`src/rtl/jrc_pkg.sv`:
```
// Shared definitions for the job ring occupancy controller.
// Assumes: register addresses are 3 bits wide; error and halt codes are
// placed into the status word by jrc_status.
package jrc_pkg;

    typedef enum logic [2:0] {
        RA_SIZE  = 3'd0,
        RA_ADD   = 3'd1,
        RA_REM   = 3'd2,
        RA_STAT  = 3'd3,
        RA_CFG   = 3'd4,
        RA_CMD   = 3'd5
    } reg_addr_e;

    typedef enum logic [3:0] {
        ET_NONE    = 4'd0,
        ET_RESET   = 4'd7,
        ET_REM_OVF = 4'd8,
        ET_ADD_OVF = 4'd9
    } err_type_e;

    typedef enum logic [1:0] {
        HS_RUN  = 2'b00,
        HS_BUSY = 2'b01,
        HS_DONE = 2'b10
    } halt_e;

    typedef struct packed {
        logic soe;
        logic coal;
        logic mask;
    } cfg_t;

endpackage

```
`src/rtl/jrc_level.sv`:
```
// Occupancy counter with batch add/subtract and single-step up/down.
// Assumes: the caller only enables a batch change that keeps the level in
// range; clear has priority over every other change.
module jrc_level #(
    parameter int W = 10
) (
    input  logic         clk,
    input  logic         rst_n,
    input  logic         clr,
    input  logic         bat_add,
    input  logic         bat_sub,
    input  logic [W-1:0] bat_n,
    input  logic         step_up,
    input  logic         step_dn,
    output logic [W-1:0] level
);

    logic [W-1:0] add_v;
    logic [W-1:0] sub_v;
    logic [W-1:0] up_v;
    logic [W-1:0] dn_v;

    // Select the contributions of this cycle.
    always_comb begin
        add_v = bat_add ? bat_n : '0;
        sub_v = bat_sub ? bat_n : '0;
        up_v  = {{(W-1){1'b0}}, step_up};
        dn_v  = {{(W-1){1'b0}}, step_dn};
    end

    // Hold the level, clearing on reset or ring clear.
    always_ff @(posedge clk) begin
        if (!rst_n || clr) begin
            level <= '0;
        end else begin
            level <= level + add_v - sub_v + up_v - dn_v;
        end
    end

endmodule

```
`src/rtl/jrc_wrap_idx.sv`:
```
// Ring index that steps by one and returns to zero at the ring size.
// Assumes: limit is the current ring size; a limit of zero or one keeps
// the index at zero.
module jrc_wrap_idx #(
    parameter int W = 10
) (
    input  logic         clk,
    input  logic         rst_n,
    input  logic         clr,
    input  logic         adv,
    input  logic [W-1:0] limit,
    output logic [W-1:0] idx
);

    logic [W:0] inc;

    // Candidate next index one wider than the index itself.
    always_comb begin
        inc = {1'b0, idx} + {{W{1'b0}}, 1'b1};
    end

    // Advance with wrap; clear on reset or ring clear.
    always_ff @(posedge clk) begin
        if (!rst_n || clr) begin
            idx <= '0;
        end else if (adv) begin
            if (inc >= {1'b0, limit}) begin
                idx <= '0;
            end else begin
                idx <= inc[W-1:0];
            end
        end
    end

endmodule

```
`src/rtl/jrc_status.sv`:
```
// Configuration, interrupt status word, error capture and halt tracking.
// Assumes: at most one error source fires per cycle (each comes from a
// different register address); the first error type is held until the
// error flag is cleared by software.
module jrc_status #(
    parameter int DATA_W = 32
) (
    input  logic              clk,
    input  logic              rst_n,
    input  logic              cfg_wr,
    input  logic              stat_wr,
    input  logic [2:0]        ctl_bits,
    input  logic              err_add,
    input  logic              err_rem,
    input  logic              err_rst,
    input  logic              int_set,
    input  logic              idle,
    input  logic              ring_clr,
    output jrc_pkg::cfg_t     cfg_q,
    output logic              halted,
    output logic [DATA_W-1:0] int_status,
    output logic              irq
);
    import jrc_pkg::*;

    localparam int PAD_W = DATA_W - 12;

    logic      int_flag;
    logic      err_flag;
    err_type_e err_type;
    err_type_e new_type;
    logic      any_err;
    halt_e     halt_st;

    // Pick the error code raised this cycle.
    always_comb begin
        any_err  = err_add || err_rem || err_rst;
        new_type = err_add ? ET_ADD_OVF :
                   err_rem ? ET_REM_OVF :
                   err_rst ? ET_RESET   : ET_NONE;
    end

    // Configuration register.
    always_ff @(posedge clk) begin
        if (!rst_n) begin
            cfg_q <= '0;
        end else if (cfg_wr) begin
            cfg_q <= cfg_t'(ctl_bits);
        end
    end

    // Ring interrupt flag: set by a result, cleared by writing one.
    always_ff @(posedge clk) begin
        if (!rst_n) begin
            int_flag <= 1'b0;
        end else if (int_set) begin
            int_flag <= 1'b1;
        end else if (stat_wr && ctl_bits[0]) begin
            int_flag <= 1'b0;
        end
    end

    // Error flag and type: first error is held until cleared.
    always_ff @(posedge clk) begin
        if (!rst_n) begin
            err_flag <= 1'b0;
            err_type <= ET_NONE;
        end else if (any_err) begin
            if (!err_flag) begin
                err_flag <= 1'b1;
                err_type <= new_type;
            end
        end else if (stat_wr && ctl_bits[1]) begin
            err_flag <= 1'b0;
            err_type <= ET_NONE;
        end
    end

    // Halt state: entered on an error under stop-on-error, left on ring clear.
    always_ff @(posedge clk) begin
        if (!rst_n) begin
            halted <= 1'b0;
        end else if (any_err && cfg_q.soe) begin
            halted <= 1'b1;
        end else if (ring_clr) begin
            halted <= 1'b0;
        end
    end

    // Halt progress reported from outstanding work.
    always_comb begin
        if (!halted) begin
            halt_st = HS_RUN;
        end else if (idle) begin
            halt_st = HS_DONE;
        end else begin
            halt_st = HS_BUSY;
        end
    end

    // Assemble the status word and the interrupt request.
    always_comb begin
        int_status = {{PAD_W{1'b0}}, err_type, 4'b0000, halt_st, err_flag, int_flag};
        irq        = (int_flag || err_flag) && !cfg_q.mask;
    end

endmodule

```
`src/rtl/jrc_ring_ctrl.sv`:
```
// Job ring occupancy and interrupt controller (top).
// Decodes register writes, validates batch counts against ring room,
// tracks pending jobs, full result slots, jobs in flight, both ring
// indices, and feeds the status block.
// Assumes: one register write per cycle; batch counts are compared with
// the full data width so large values are refused, never truncated.
module jrc_ring_ctrl #(
    parameter int SIZE_W     = 10,
    parameter int DATA_W     = 32,
    parameter int COAL_LEVEL = 4
) (
    input  logic              clk,
    input  logic              rst_n,
    input  logic              reg_wr,
    input  logic [2:0]        reg_addr,
    input  logic [DATA_W-1:0] reg_wdata,
    output logic              job_avail,
    input  logic              job_take,
    input  logic              res_valid,
    output logic              res_ready,
    output logic [SIZE_W-1:0] in_room,
    output logic [SIZE_W-1:0] in_rd_idx,
    output logic [SIZE_W-1:0] out_full,
    output logic [SIZE_W-1:0] out_wr_idx,
    output logic [DATA_W-1:0] int_status,
    output logic              irq
);
    import jrc_pkg::*;

    localparam int FL_W  = SIZE_W + 1;
    localparam int EXT_W = DATA_W - SIZE_W;

    logic [SIZE_W-1:0] ring_size;
    logic [SIZE_W-1:0] pend_q;
    logic [FL_W-1:0]   inflight;
    logic [SIZE_W-1:0] bat_n;
    logic              wr_add, wr_rem, wr_cmd;
    logic              add_bad, rem_bad, rst_bad;
    logic              add_ok, rem_ok, ring_clr;
    logic              take, res_wr, coal_hit, int_set, idle;
    logic              halted;
    cfg_t              cfg_q;

    // Ring size register: low bits of the data only.
    always_ff @(posedge clk) begin
        if (!rst_n) begin
            ring_size <= '0;
        end else if (reg_wr && reg_addr == RA_SIZE) begin
            ring_size <= reg_wdata[SIZE_W-1:0];
        end
    end

    // Derived room, handshakes and write decoding.
    always_comb begin
        in_room   = (pend_q >= ring_size) ? '0 : ring_size - pend_q;
        wr_add    = reg_wr && reg_addr == RA_ADD;
        wr_rem    = reg_wr && reg_addr == RA_REM;
        wr_cmd    = reg_wr && reg_addr == RA_CMD && reg_wdata[0];
        add_bad   = wr_add && (reg_wdata > {{EXT_W{1'b0}}, in_room});
        rem_bad   = wr_rem && (reg_wdata > {{EXT_W{1'b0}}, out_full});
        idle      = (inflight == '0);
        rst_bad   = wr_cmd && !idle;
        add_ok    = wr_add && !add_bad;
        rem_ok    = wr_rem && !rem_bad;
        ring_clr  = wr_cmd && idle;
        bat_n     = reg_wdata[SIZE_W-1:0];
        job_avail = (pend_q != '0) && !halted;
        take      = job_take && job_avail;
        res_ready = out_full < ring_size;
        res_wr    = res_valid && res_ready;
        coal_hit  = ({1'b0, out_full} + {{SIZE_W{1'b0}}, 1'b1}) >= FL_W'(COAL_LEVEL);
        int_set   = res_wr && (!cfg_q.coal || coal_hit);
    end

    jrc_level #(.W(SIZE_W)) u_pend (
        .clk     (clk),
        .rst_n   (rst_n),
        .clr     (ring_clr),
        .bat_add (add_ok),
        .bat_sub (1'b0),
        .bat_n   (bat_n),
        .step_up (1'b0),
        .step_dn (take),
        .level   (pend_q)
    );

    jrc_level #(.W(SIZE_W)) u_full (
        .clk     (clk),
        .rst_n   (rst_n),
        .clr     (ring_clr),
        .bat_add (1'b0),
        .bat_sub (rem_ok),
        .bat_n   (bat_n),
        .step_up (res_wr),
        .step_dn (1'b0),
        .level   (out_full)
    );

    jrc_level #(.W(FL_W)) u_flight (
        .clk     (clk),
        .rst_n   (rst_n),
        .clr     (ring_clr),
        .bat_add (1'b0),
        .bat_sub (1'b0),
        .bat_n   ('0),
        .step_up (take),
        .step_dn (res_wr && !idle),
        .level   (inflight)
    );

    jrc_wrap_idx #(.W(SIZE_W)) u_rd_idx (
        .clk   (clk),
        .rst_n (rst_n),
        .clr   (ring_clr),
        .adv   (take),
        .limit (ring_size),
        .idx   (in_rd_idx)
    );

    jrc_wrap_idx #(.W(SIZE_W)) u_wr_idx (
        .clk   (clk),
        .rst_n (rst_n),
        .clr   (ring_clr),
        .adv   (res_wr),
        .limit (ring_size),
        .idx   (out_wr_idx)
    );

    jrc_status #(.DATA_W(DATA_W)) u_status (
        .clk        (clk),
        .rst_n      (rst_n),
        .cfg_wr     (reg_wr && reg_addr == RA_CFG),
        .stat_wr    (reg_wr && reg_addr == RA_STAT),
        .ctl_bits   (reg_wdata[2:0]),
        .err_add    (add_bad),
        .err_rem    (rem_bad),
        .err_rst    (rst_bad),
        .int_set    (int_set),
        .idle       (idle),
        .ring_clr   (ring_clr),
        .cfg_q      (cfg_q),
        .halted     (halted),
        .int_status (int_status),
        .irq        (irq)
    );

endmodule

```
`config.mk`:
```
export PLATFORM = sky130hd
export DESIGN_NAME = jrc_ring_ctrl
export DESIGN_NICKNAME = d
export VERILOG_FILES = /design/src/rtl/jrc_pkg.sv /design/src/rtl/jrc_level.sv /design/src/rtl/jrc_wrap_idx.sv /design/src/rtl/jrc_status.sv /design/src/rtl/jrc_ring_ctrl.sv
export SDC_FILE = /design/constraint.sdc
export NUM_CORES = 1
export LEC_CHECK = 0
export BUFFER_PORTS_ARGS = -buffer_cell sky130_fd_sc_hd__buf_4
export CORE_ASPECT_RATIO = 1.1
export CORE_MARGIN = 2
export CORE_UTILIZATION = 48
export DETAILED_ROUTE_END_ITERATION = 10
export PLACE_DENSITY = 0.7
export SLEW_MARGIN = 20
export SYNTH_ARGS = -nofsm -noshare
export SYNTH_HDL_FRONTEND = slang
export SYNTH_SLANG_ARGS = --single-unit
```
`constraint.sdc`:
```
create_clock -name clk -period 10.4 [get_ports clk]
set_input_delay 1.04 -clock clk [delete_from_list [all_inputs] [get_ports clk]]
set_output_delay 1.04 -clock clk [all_outputs]
set_load 0.02 [all_outputs]
```
* Word level (Yosys, flattened, before mapping)
Index checks and enable logic that the tools add are counted.
** Storage, ports and cells
- Bits in registers :: 71
- Input bits :: 40
- Word-level logic and storage cells :: 96
** Operators by class
- $add $sub $neg :: 10
- Magnitude comparators :: 7
- Equality and inequality tests :: 6
- Muxes and demuxes :: 19
- Reductions and logical operators :: 41
** Operators with widths (number)
- 32-bit by 10-bit > comparator with 1-bit output :: 2
- 10-bit two-way mux :: 5
- 10-bit by 1-bit adder with 11-bit output (second input constant) :: 3
- 11-bit by 10-bit >= comparator with 1-bit output :: 2
- 1-bit logical AND :: 22
- 4-bit two-way mux :: 5
- 10-bit subtractor :: 2
- 11-bit by 1-bit adder with 11-bit output :: 1
- 11-bit by 3-bit >= comparator with 1-bit output (second input constant) :: 1
- 11-bit logical NOT :: 1
- 11-bit by 1-bit subtractor with 11-bit output :: 1
- 10-bit by 1-bit adder with 10-bit output :: 1
- 10-bit adder :: 1
- 10-bit >= comparator :: 1
- 10-bit < comparator :: 1
- 10-bit nonzero test :: 1
- 10-bit by 1-bit subtractor with 10-bit output :: 1
- 1-bit logical NOT :: 7
- 3-bit by 2-bit == test with 1-bit output (second input constant) :: 2
- 3-bit == test (second input constant) :: 2
- 1-bit two-way mux :: 6
- 2-bit nonzero test :: 3
- 1-bit logical OR :: 5
- 2-bit two-way mux :: 2
- other kinds (5) :: 5

* Logic depth before layout (Yosys ltp)
- Depth in word-level cells :: 9
- Depth in mapped cells :: 30

* Modules after synthesis
Synthesis repeated with hierarchy kept, for this count alone.
** Unflattened totals
- Cells, all modules :: 1008
- Area total of the unflattened synthesis :: 8074.0 µm²
** Modules (own cells, without submodules)
- jrc_level at u_full ... :: times used 2, cells an instance 149, area an instance 1222.4 µm², seq. area each 200.2 µm²
- jrc_ring_ctrl :: times used 1, cells an instance 269, area an instance 1909.3 µm², seq. area each 200.2 µm²
- jrc_level at u_flight :: times used 1, cells an instance 156, area an instance 1327.5 µm², seq. area each 220.2 µm²
- jrc_wrap_idx at u_wr_idx :: times used 1, cells an instance 109, area an instance 902.1 µm², seq. area each 200.2 µm²
- jrc_wrap_idx at u_rd_idx :: times used 1, cells an instance 106, area an instance 882.1 µm², seq. area each 200.2 µm²
- jrc_status :: times used 1, cells an instance 70, area an instance 608.1 µm², seq. area each 180.2 µm²

* Worst setup path before layout
Ideal clock, no wire load.
- Path type :: register -> register
- Start point :: register ring_size[0]
- End point :: register u_pend.level[8]
- Library setup time :: 0.128 ns
- Data arrival time :: 5.198 ns
- Required time :: 10.272 ns
- Path slack :: 5.075 ns
- Stages on the path, launching flop included :: 30
- Path buffers :: 2
- Cells stage by stage :: dfxtp_1 > inv_1 > ha_1 > inv_1 > fa_1 > a21o_1 > a21o_1 > a221oi_1 > nor2b_1 > nor3_1 > a211oi_1 > clkbuf_1 > nand2_1 > ha_1 > nor2b_1 > o211ai_1 > a21oi_1 > nor3_1 > o211a_1 > clkbuf_1 > nand2_1 > ha_1 > fa_1 > nor2b_1 > o21ai_0 > a21oi_1 > o21ai_0 > a21oi_1 > xnor2_1 > nor2_1
** Between the ends
- Word-level cells in the longest chain between the ends :: 9
** RTL lines
- start, declared :: RTL line jrc_ring_ctrl.sv:33 : logic [SIZE_W-1:0] ring_size;
- start signal, assigned :: RTL line jrc_ring_ctrl.sv:49 : ring_size <= reg_wdata[SIZE_W-1:0];
- 10-bit subtractor / 10-bit >= comparator (equally long branches) :: RTL line jrc_ring_ctrl.sv:55 : in_room = (pend_q >= ring_size) ? '0 : ring_size - pend_q;
- 10-bit two-way mux * :: RTL line jrc_ring_ctrl.sv:55
- 32-bit by 10-bit > comparator with 1-bit output * :: RTL line jrc_ring_ctrl.sv:59 : add_bad = wr_add && (reg_wdata > {{EXT_W{1'b0}}, in_room});
- 1-bit logical AND * :: RTL line jrc_ring_ctrl.sv:59
- 1-bit logical NOT * :: RTL line jrc_ring_ctrl.sv:63 : add_ok = wr_add && !add_bad;
- 1-bit logical AND * :: RTL line jrc_ring_ctrl.sv:63
- 10-bit two-way mux * :: RTL line jrc_level.sv:25 : add_v = bat_add ? bat_n : '0;
- 10-bit adder * :: RTL line jrc_level.sv:36 : level <= level + add_v - sub_v + up_v - dn_v;
- 10-bit by 1-bit subtractor with 10-bit output * :: RTL line jrc_level.sv:36
- end signal, assigned :: RTL line jrc_level.sv:36
- end, declared :: RTL line jrc_level.sv:15 : output logic [W-1:0] level
Every way passes the cells marked *; elsewhere a longest branch is shown, timed or not.
A chain may end at the register's enable or synchronous reset.

* Final worst setup path
Ends and elaborated chain as after synthesis.

==> impl_metrics.prom <==
# TYPE chip_impl_metric gauge
chip_impl_info{name="cts_root_buffer",value="sky130_fd_sc_hd__clkbuf_16"} 1
chip_impl_metric{name="finalSetupTns",unit="ns"} 0
chip_impl_metric{name="globalRouteOverflowTotal",unit=""} 0
chip_impl_metric{name="cp_max_fo",unit=""} 18
chip_impl_metric{name="p_comb_share",unit="%"} 61.5
chip_impl_info{name="min-delay-start",value="u_status.err_type[3]"} 1
chip_impl_metric{name="number_of_global_route_vias_before_repair",unit=""} 5397
chip_impl_metric{name="grt_start_max_net_pins",unit=""} 43
chip_impl_metric{name="power.leakage",unit="nW"} 3.42
chip_impl_metric{name="drtPass1Iterations",unit=""} 5
chip_impl_metric{name="synth.yosys.seq_area_share",unit="%"} 22.1
chip_impl_metric{name="rrSetupSlack",unit="ns"} 4.76
chip_impl_metric{name="clock_path_buffers",unit=""} 2
chip_impl_metric{name="p_clk_share",unit="%"} 17.3
chip_impl_metric{name="post_drt_via_cell_ratio",unit=""} 5.47
chip_impl_metric{name="post-dp-hpwl",unit="um"} 12900
chip_impl_metric{name="filler_cell_count",unit=""} 1250
chip_impl_metric{name="die_width",unit="um"} 114
chip_impl_metric{name="worst_hold_path.num_cells",unit=""} 2
chip_impl_metric{name="die_area",unit="um^2"} 14200
chip_impl_metric{name="finalSetupViolations",unit=""} 0
chip_impl_metric{name="timing_max_transition_violations_final",unit=""} 0
chip_impl_metric{name="route.vias.total",unit=""} 5685
chip_impl_metric{name="ys_ff_latch",unit=""} 70
chip_impl_metric{name="floorplan.initialDensity",unit="%"} 48.6
chip_impl_metric{name="cts_made_buffers",unit=""} 9
chip_impl_metric{name="min_period_over_period",unit="%"} 54.2
chip_impl_info{name="timing.rr.start",value="ring_size[0]"} 1
chip_impl_info{name="tritoncts",value="yes"} 1
chip_impl_info{name="crit_start_category",value="flip-flop"} 1
chip_impl_metric{name="num_antenna_cells",unit=""} 0
chip_impl_metric{name="place.gp.congestion",unit=""} 0.920
chip_impl_metric{name="internal-power",unit="mW"} 1.02
chip_impl_metric{name="placement_rows",unit=""} 44
chip_impl_info{name="holdPathEnd",value="u_status.err_type[3]"} 1
chip_impl_metric{name="holdBufCountCts",unit=""} 0
chip_impl_info{name="crit_path_top_delay_cell",value="sky130_fd_sc_hd__fa_1"} 1
chip_impl_metric{name="hold_viol_final",unit=""} 0
chip_impl_metric{name="worst_path_largest_cell_delay",unit="ns"} 0.44
chip_impl_metric{name="post_synth.cell_area_avg",unit="um^2"} 8.08
chip_impl_metric{name="yosys.cell_types.count",unit=""} 63
chip_impl_metric{name="design_power_total",unit="mW"} 1.80
chip_impl_metric{name="number_of_antenna_violations_at_the_first_check_in_global_routing",unit=""} 0
chip_impl_metric{name="timing.critical_path.arrival",unit="ns"} 5.85
chip_impl_metric{name="required_time_of_the_worst_setup_path",unit="ns"} 10.61
chip_impl_metric{name="post_route_cells_drive_above_1_share",unit="%"} 13.9
chip_impl_metric{name="place.port_buffers",unit=""} 90
chip_impl_metric{name="maxSlewHeadroom",unit="%"} 27.4
chip_impl_info{name="critical-path-top-delay-family",value="compound AO/OA/AOI/OAI gates"} 1
chip_impl_info{name="worst_r2r_endpoint",value="u_pend.level[8]"} 1
chip_impl_metric{name="cts-resized-gates",unit=""} 0
chip_impl_metric{name="fp.dieH",unit="um"} 125
chip_impl_metric{name="asyncSetResetFlopFracSynth",unit="%"} 0
chip_impl_metric{name="floorplan.io_pins",unit=""} 115
chip_impl_metric{name="max_cap_viol_count",unit=""} 0
chip_impl_metric{name="final_period_minus_worst_setup_slack",unit="ns"} 5.64
chip_impl_metric{name="p_seq_share",unit="%"} 21.2
chip_impl_info{name="setup.worst_path.end_class",value="flip-flop"} 1
chip_impl_metric{name="gr-usage-all-layers",unit="%"} 22.7
chip_impl_metric{name="worst_clock_skew",unit="ns"} 0.00966
chip_impl_metric{name="cts.sinks",unit=""} 70
chip_impl_metric{name="synthesis.area",unit="um^2"} 6350
chip_impl_info{name="path_class",value="flip-flop to flip-flop"} 1
chip_impl_metric{name="crit_path_buf_inv_count",unit=""} 3
chip_impl_metric{name="r2r.worst_path.cells",unit=""} 28
chip_impl_metric{name="worst_slew_pin_slew",unit="ns"} 1.08
chip_impl_metric{name="grt_first_pass_wirelength",unit="um"} 26200
chip_impl_metric{name="worst_skew_pair_later_pin_latency",unit="ns"} 0.34
chip_impl_metric{name="cts.reportedPaths.clkPinSlew",unit="ns"} 0.06
chip_impl_info{name="hp-class",value="flip-flop to flip-flop"} 1
chip_impl_metric{name="netSwitchingFraction",unit="%"} 43.4
chip_impl_metric{name="core_area",unit="um^2"} 13000
chip_impl_info{name="run_status",value="completed"} 1
chip_impl_metric{name="wire_per_inst",unit="um"} 15.4
chip_impl_metric{name="net-switching-power",unit="uW"} 781
chip_impl_metric{name="drtAntennaViolNets",unit=""} 0
chip_impl_metric{name="number_of_enable_type_register_cells_in_the_synthesized_netlist",unit=""} 0
chip_impl_metric{name="drcViolationCount",unit=""} 0
chip_impl_metric{name="power-per-cell-area",unit="nW/um^2"} 244
chip_impl_metric{name="clock_tree.htree_level_count",unit=""} 3
chip_impl_metric{name="layout_overhead_on_the_synthesized_area",unit="%"} 16.3
chip_impl_metric{name="final_nets",unit=""} 1029
chip_impl_metric{name="max_freq",unit="MHz"} 177
chip_impl_metric{name="finalWirelength",unit="um"} 16000
chip_impl_metric{name="detailedRoute.firstIterationViolations",unit=""} 330
chip_impl_metric{name="irDropWorstVdd",unit="uV"} 186
chip_impl_metric{name="post-cts-setup-buffer-count",unit=""} 0
chip_impl_info{name="dominantRegCellSynth",value="sky130_fd_sc_hd__dfxtp_1"} 1
chip_impl_metric{name="synthCells",unit=""} 785
chip_impl_info{name="rsz0062_at_grt",value="no"} 1
chip_impl_metric{name="critical_path_cell_count",unit=""} 28
chip_impl_metric{name="synth_warnings",unit=""} 0
==> routing by layer <==
| layer | up-vias | wire length [um] | global-route usage (%) |
|---|---|---|---|
| met5 | - | 0 | 0 |
| li1 | 2900 | - | - |
| met4 | 0 | 349 | 6.46 |
| met3 | 25 | 785 | 3.31 |
| met1 | 2612 | 7350 | 30.9 |
| met2 | 148 | 7490 | 37.4 |
==> stage by stage <==
| step | instance area (um^2) | cells | hold WS [ns] | utilization (%) | worst slack (ns) |
|---|---|---|---|---|---|
| final | 7380 | 1039 | 0.476 | 56.6 | 4.76 |
| after global routing | 7380 | 1039 | 0.491 | 56.6 | 4.33 |
| after CTS | 7380 | 1039 | 0.476 | 56.6 | 4.82 |
| after detailed placement | 7080 | 1023 | 0.464 | 54.3 | 4.82 |
| after global placement | 7080 | 1023 | 0.472 | 54.3 | 4.99 |
| after floorplan | 6430 | 808 | 0.454 | - | 5.07 |
==> cell usage after synthesis (all sizes together) (3+ instances only) <==
cell	count	area share (%)
or2	6	0.59
o31ai	8	0.95
o21a	12	1.4
nand2	71	4.2
a31oi	7	0.69
xor2	12	1.7
nor4	11	1.1
a21oi	47	3.8
o21bai	4	0.47
nand4	11	1.1
and3	10	0.99
or4	4	0.53
nor3	22	1.7
o22ai	3	0.30
a211oi	6	0.79
nand3	15	1.2
nor2b	9	0.89
buf	30	3.5
nand2b	14	1.4
o21ai	19	1.5
a2111oi	4	0.85
a211o	4	0.55
ha	112	22
clkbuf	9	0.53
and2	20	2.0
or3	6	0.59
mux2i	6	0.95
o2111ai	3	0.41
o211ai	5	0.67
fa	4	1.3
inv	80	4.7
xnor2	35	4.8
nor2	57	3.4
a21o	18	2.1
o211a	3	0.47
nor3b	5	0.59
a22o	6	0.83
dfxtp	70	22
==> registers in the layout, summed over array words and instances, names as in the netlist <==
signal	count
u_flight.level	11
ring_size	10
u_full.level	10
u_pend.level	10
u_rd_idx.idx	10
u_wr_idx.idx	10
u_status.cfg_q	3
u_status.err_type	3
u_status.err_flag	1
u_status.halted	1
u_status.int_flag	1
==> worst reg2reg max path: cells and delay by family (launching register included) <==
kind	cells	cell delay, ns
AOI/OAI and AO/OA	11	2.06
xor gates and xnor gates	1	0.14
adders and majority gates	5	1.54
buffers and inverters	3	0.32
DFF	1	0.36
and+or+nand+nor	8	1.10
==> cell usage in the layout (no fill, tap or decap), types with 4 or more instances in the layout <==
cell type and count:
sky130_fd_sc_hd__buf_4 93, sky130_fd_sc_hd__and3_1 10, sky130_fd_sc_hd__a211oi_1 5, sky130_fd_sc_hd__o21bai_1 4, sky130_fd_sc_hd__fa_1 4, sky130_fd_sc_hd__nand2_1 71
sky130_fd_sc_hd__dfxtp_1 70, sky130_fd_sc_hd__a22o_1 6, sky130_fd_sc_hd__nor2b_1 9, sky130_fd_sc_hd__and2_1 20, sky130_fd_sc_hd__or2_2 5, sky130_fd_sc_hd__a31oi_1 7
sky130_fd_sc_hd__conb_1 24, sky130_fd_sc_hd__nor2_1 57, sky130_fd_sc_hd__o31ai_1 8, sky130_fd_sc_hd__o211ai_1 4, sky130_fd_sc_hd__clkbuf_16 9, sky130_fd_sc_hd__nor3b_1 5
sky130_fd_sc_hd__mux2i_1 6, sky130_fd_sc_hd__xnor2_1 35, sky130_fd_sc_hd__xor2_1 12, sky130_fd_sc_hd__a211o_1 4, sky130_fd_sc_hd__o21ai_0 18, sky130_fd_sc_hd__nor3_1 22
sky130_fd_sc_hd__nor4_1 11, sky130_fd_sc_hd__a21oi_1 46, sky130_fd_sc_hd__ha_1 112, sky130_fd_sc_hd__or3_1 6, sky130_fd_sc_hd__inv_1 80, sky130_fd_sc_hd__a21o_1 18
sky130_fd_sc_hd__nand4_1 11, sky130_fd_sc_hd__o21a_1 12, sky130_fd_sc_hd__nand3_1 15, sky130_fd_sc_hd__nand2b_1 14
==> power by group through the flow <==
stage | clock network (mW) | registers, mW | logic (mW)
2_1_floorplan | 0 | 0.387 | 0.845
3_3_place_gp | 0 | 0.385 | 1.08
3_5_place_dp | 0 | 0.386 | 1.10
4_1_cts | 0.317 | 0.381 | 1.10
5_1_grt | 0.327 | 0.388 | 1.24
6_report | 0.312 | 0.381 | 1.11
==> layout make-up <==
type	count	area [um^2]	share of cell area, %
Multi-Input combinational cell	619	4480	60.7
Sequential cell	70	1400	19.0
Clock inverter	5	58.8	0.797
Tap cell	161	201	2.73
Timing Repair Buffer	93	698	9.46
Clock buffer	11	243	3.29
Inverter	80	300	4.07
==> worst max path at each step <==
stage                 start              end
2_1_floorplan  ring_size[0]  u_pend.level[8]
3_3_place_gp   ring_size[0]  u_pend.level[8]
3_5_place_dp   ring_size[0]  u_pend.level[8]
4_1_cts        ring_size[0]  u_pend.level[8]
5_1_grt        ring_size[0]  u_pend.level[8]
6_report       ring_size[0]  u_pend.level[8]
==> kinds of logic (layout without fill, tap and decap cells) <==
group / after synthesis / count (layout) / share of synthesized area, %
adder cells (fa/ha/maj): 116 / 116 / 23.3
XOR/XNOR: 47 / 47 / 6.49
flip-flops: 70 / 70 / 22.1
AND/OR/NAND/NOR: 262 / 262 / 20.3
other: 1 / 24 / 0.0591
multiplexers: 6 / 6 / 0.946
AO/OA/AOI/OAI: 164 / 164 / 18.0
buffers and inverters: 119 / 189 / 8.77
Note: power is estimated with default switching activity, not from simulation.
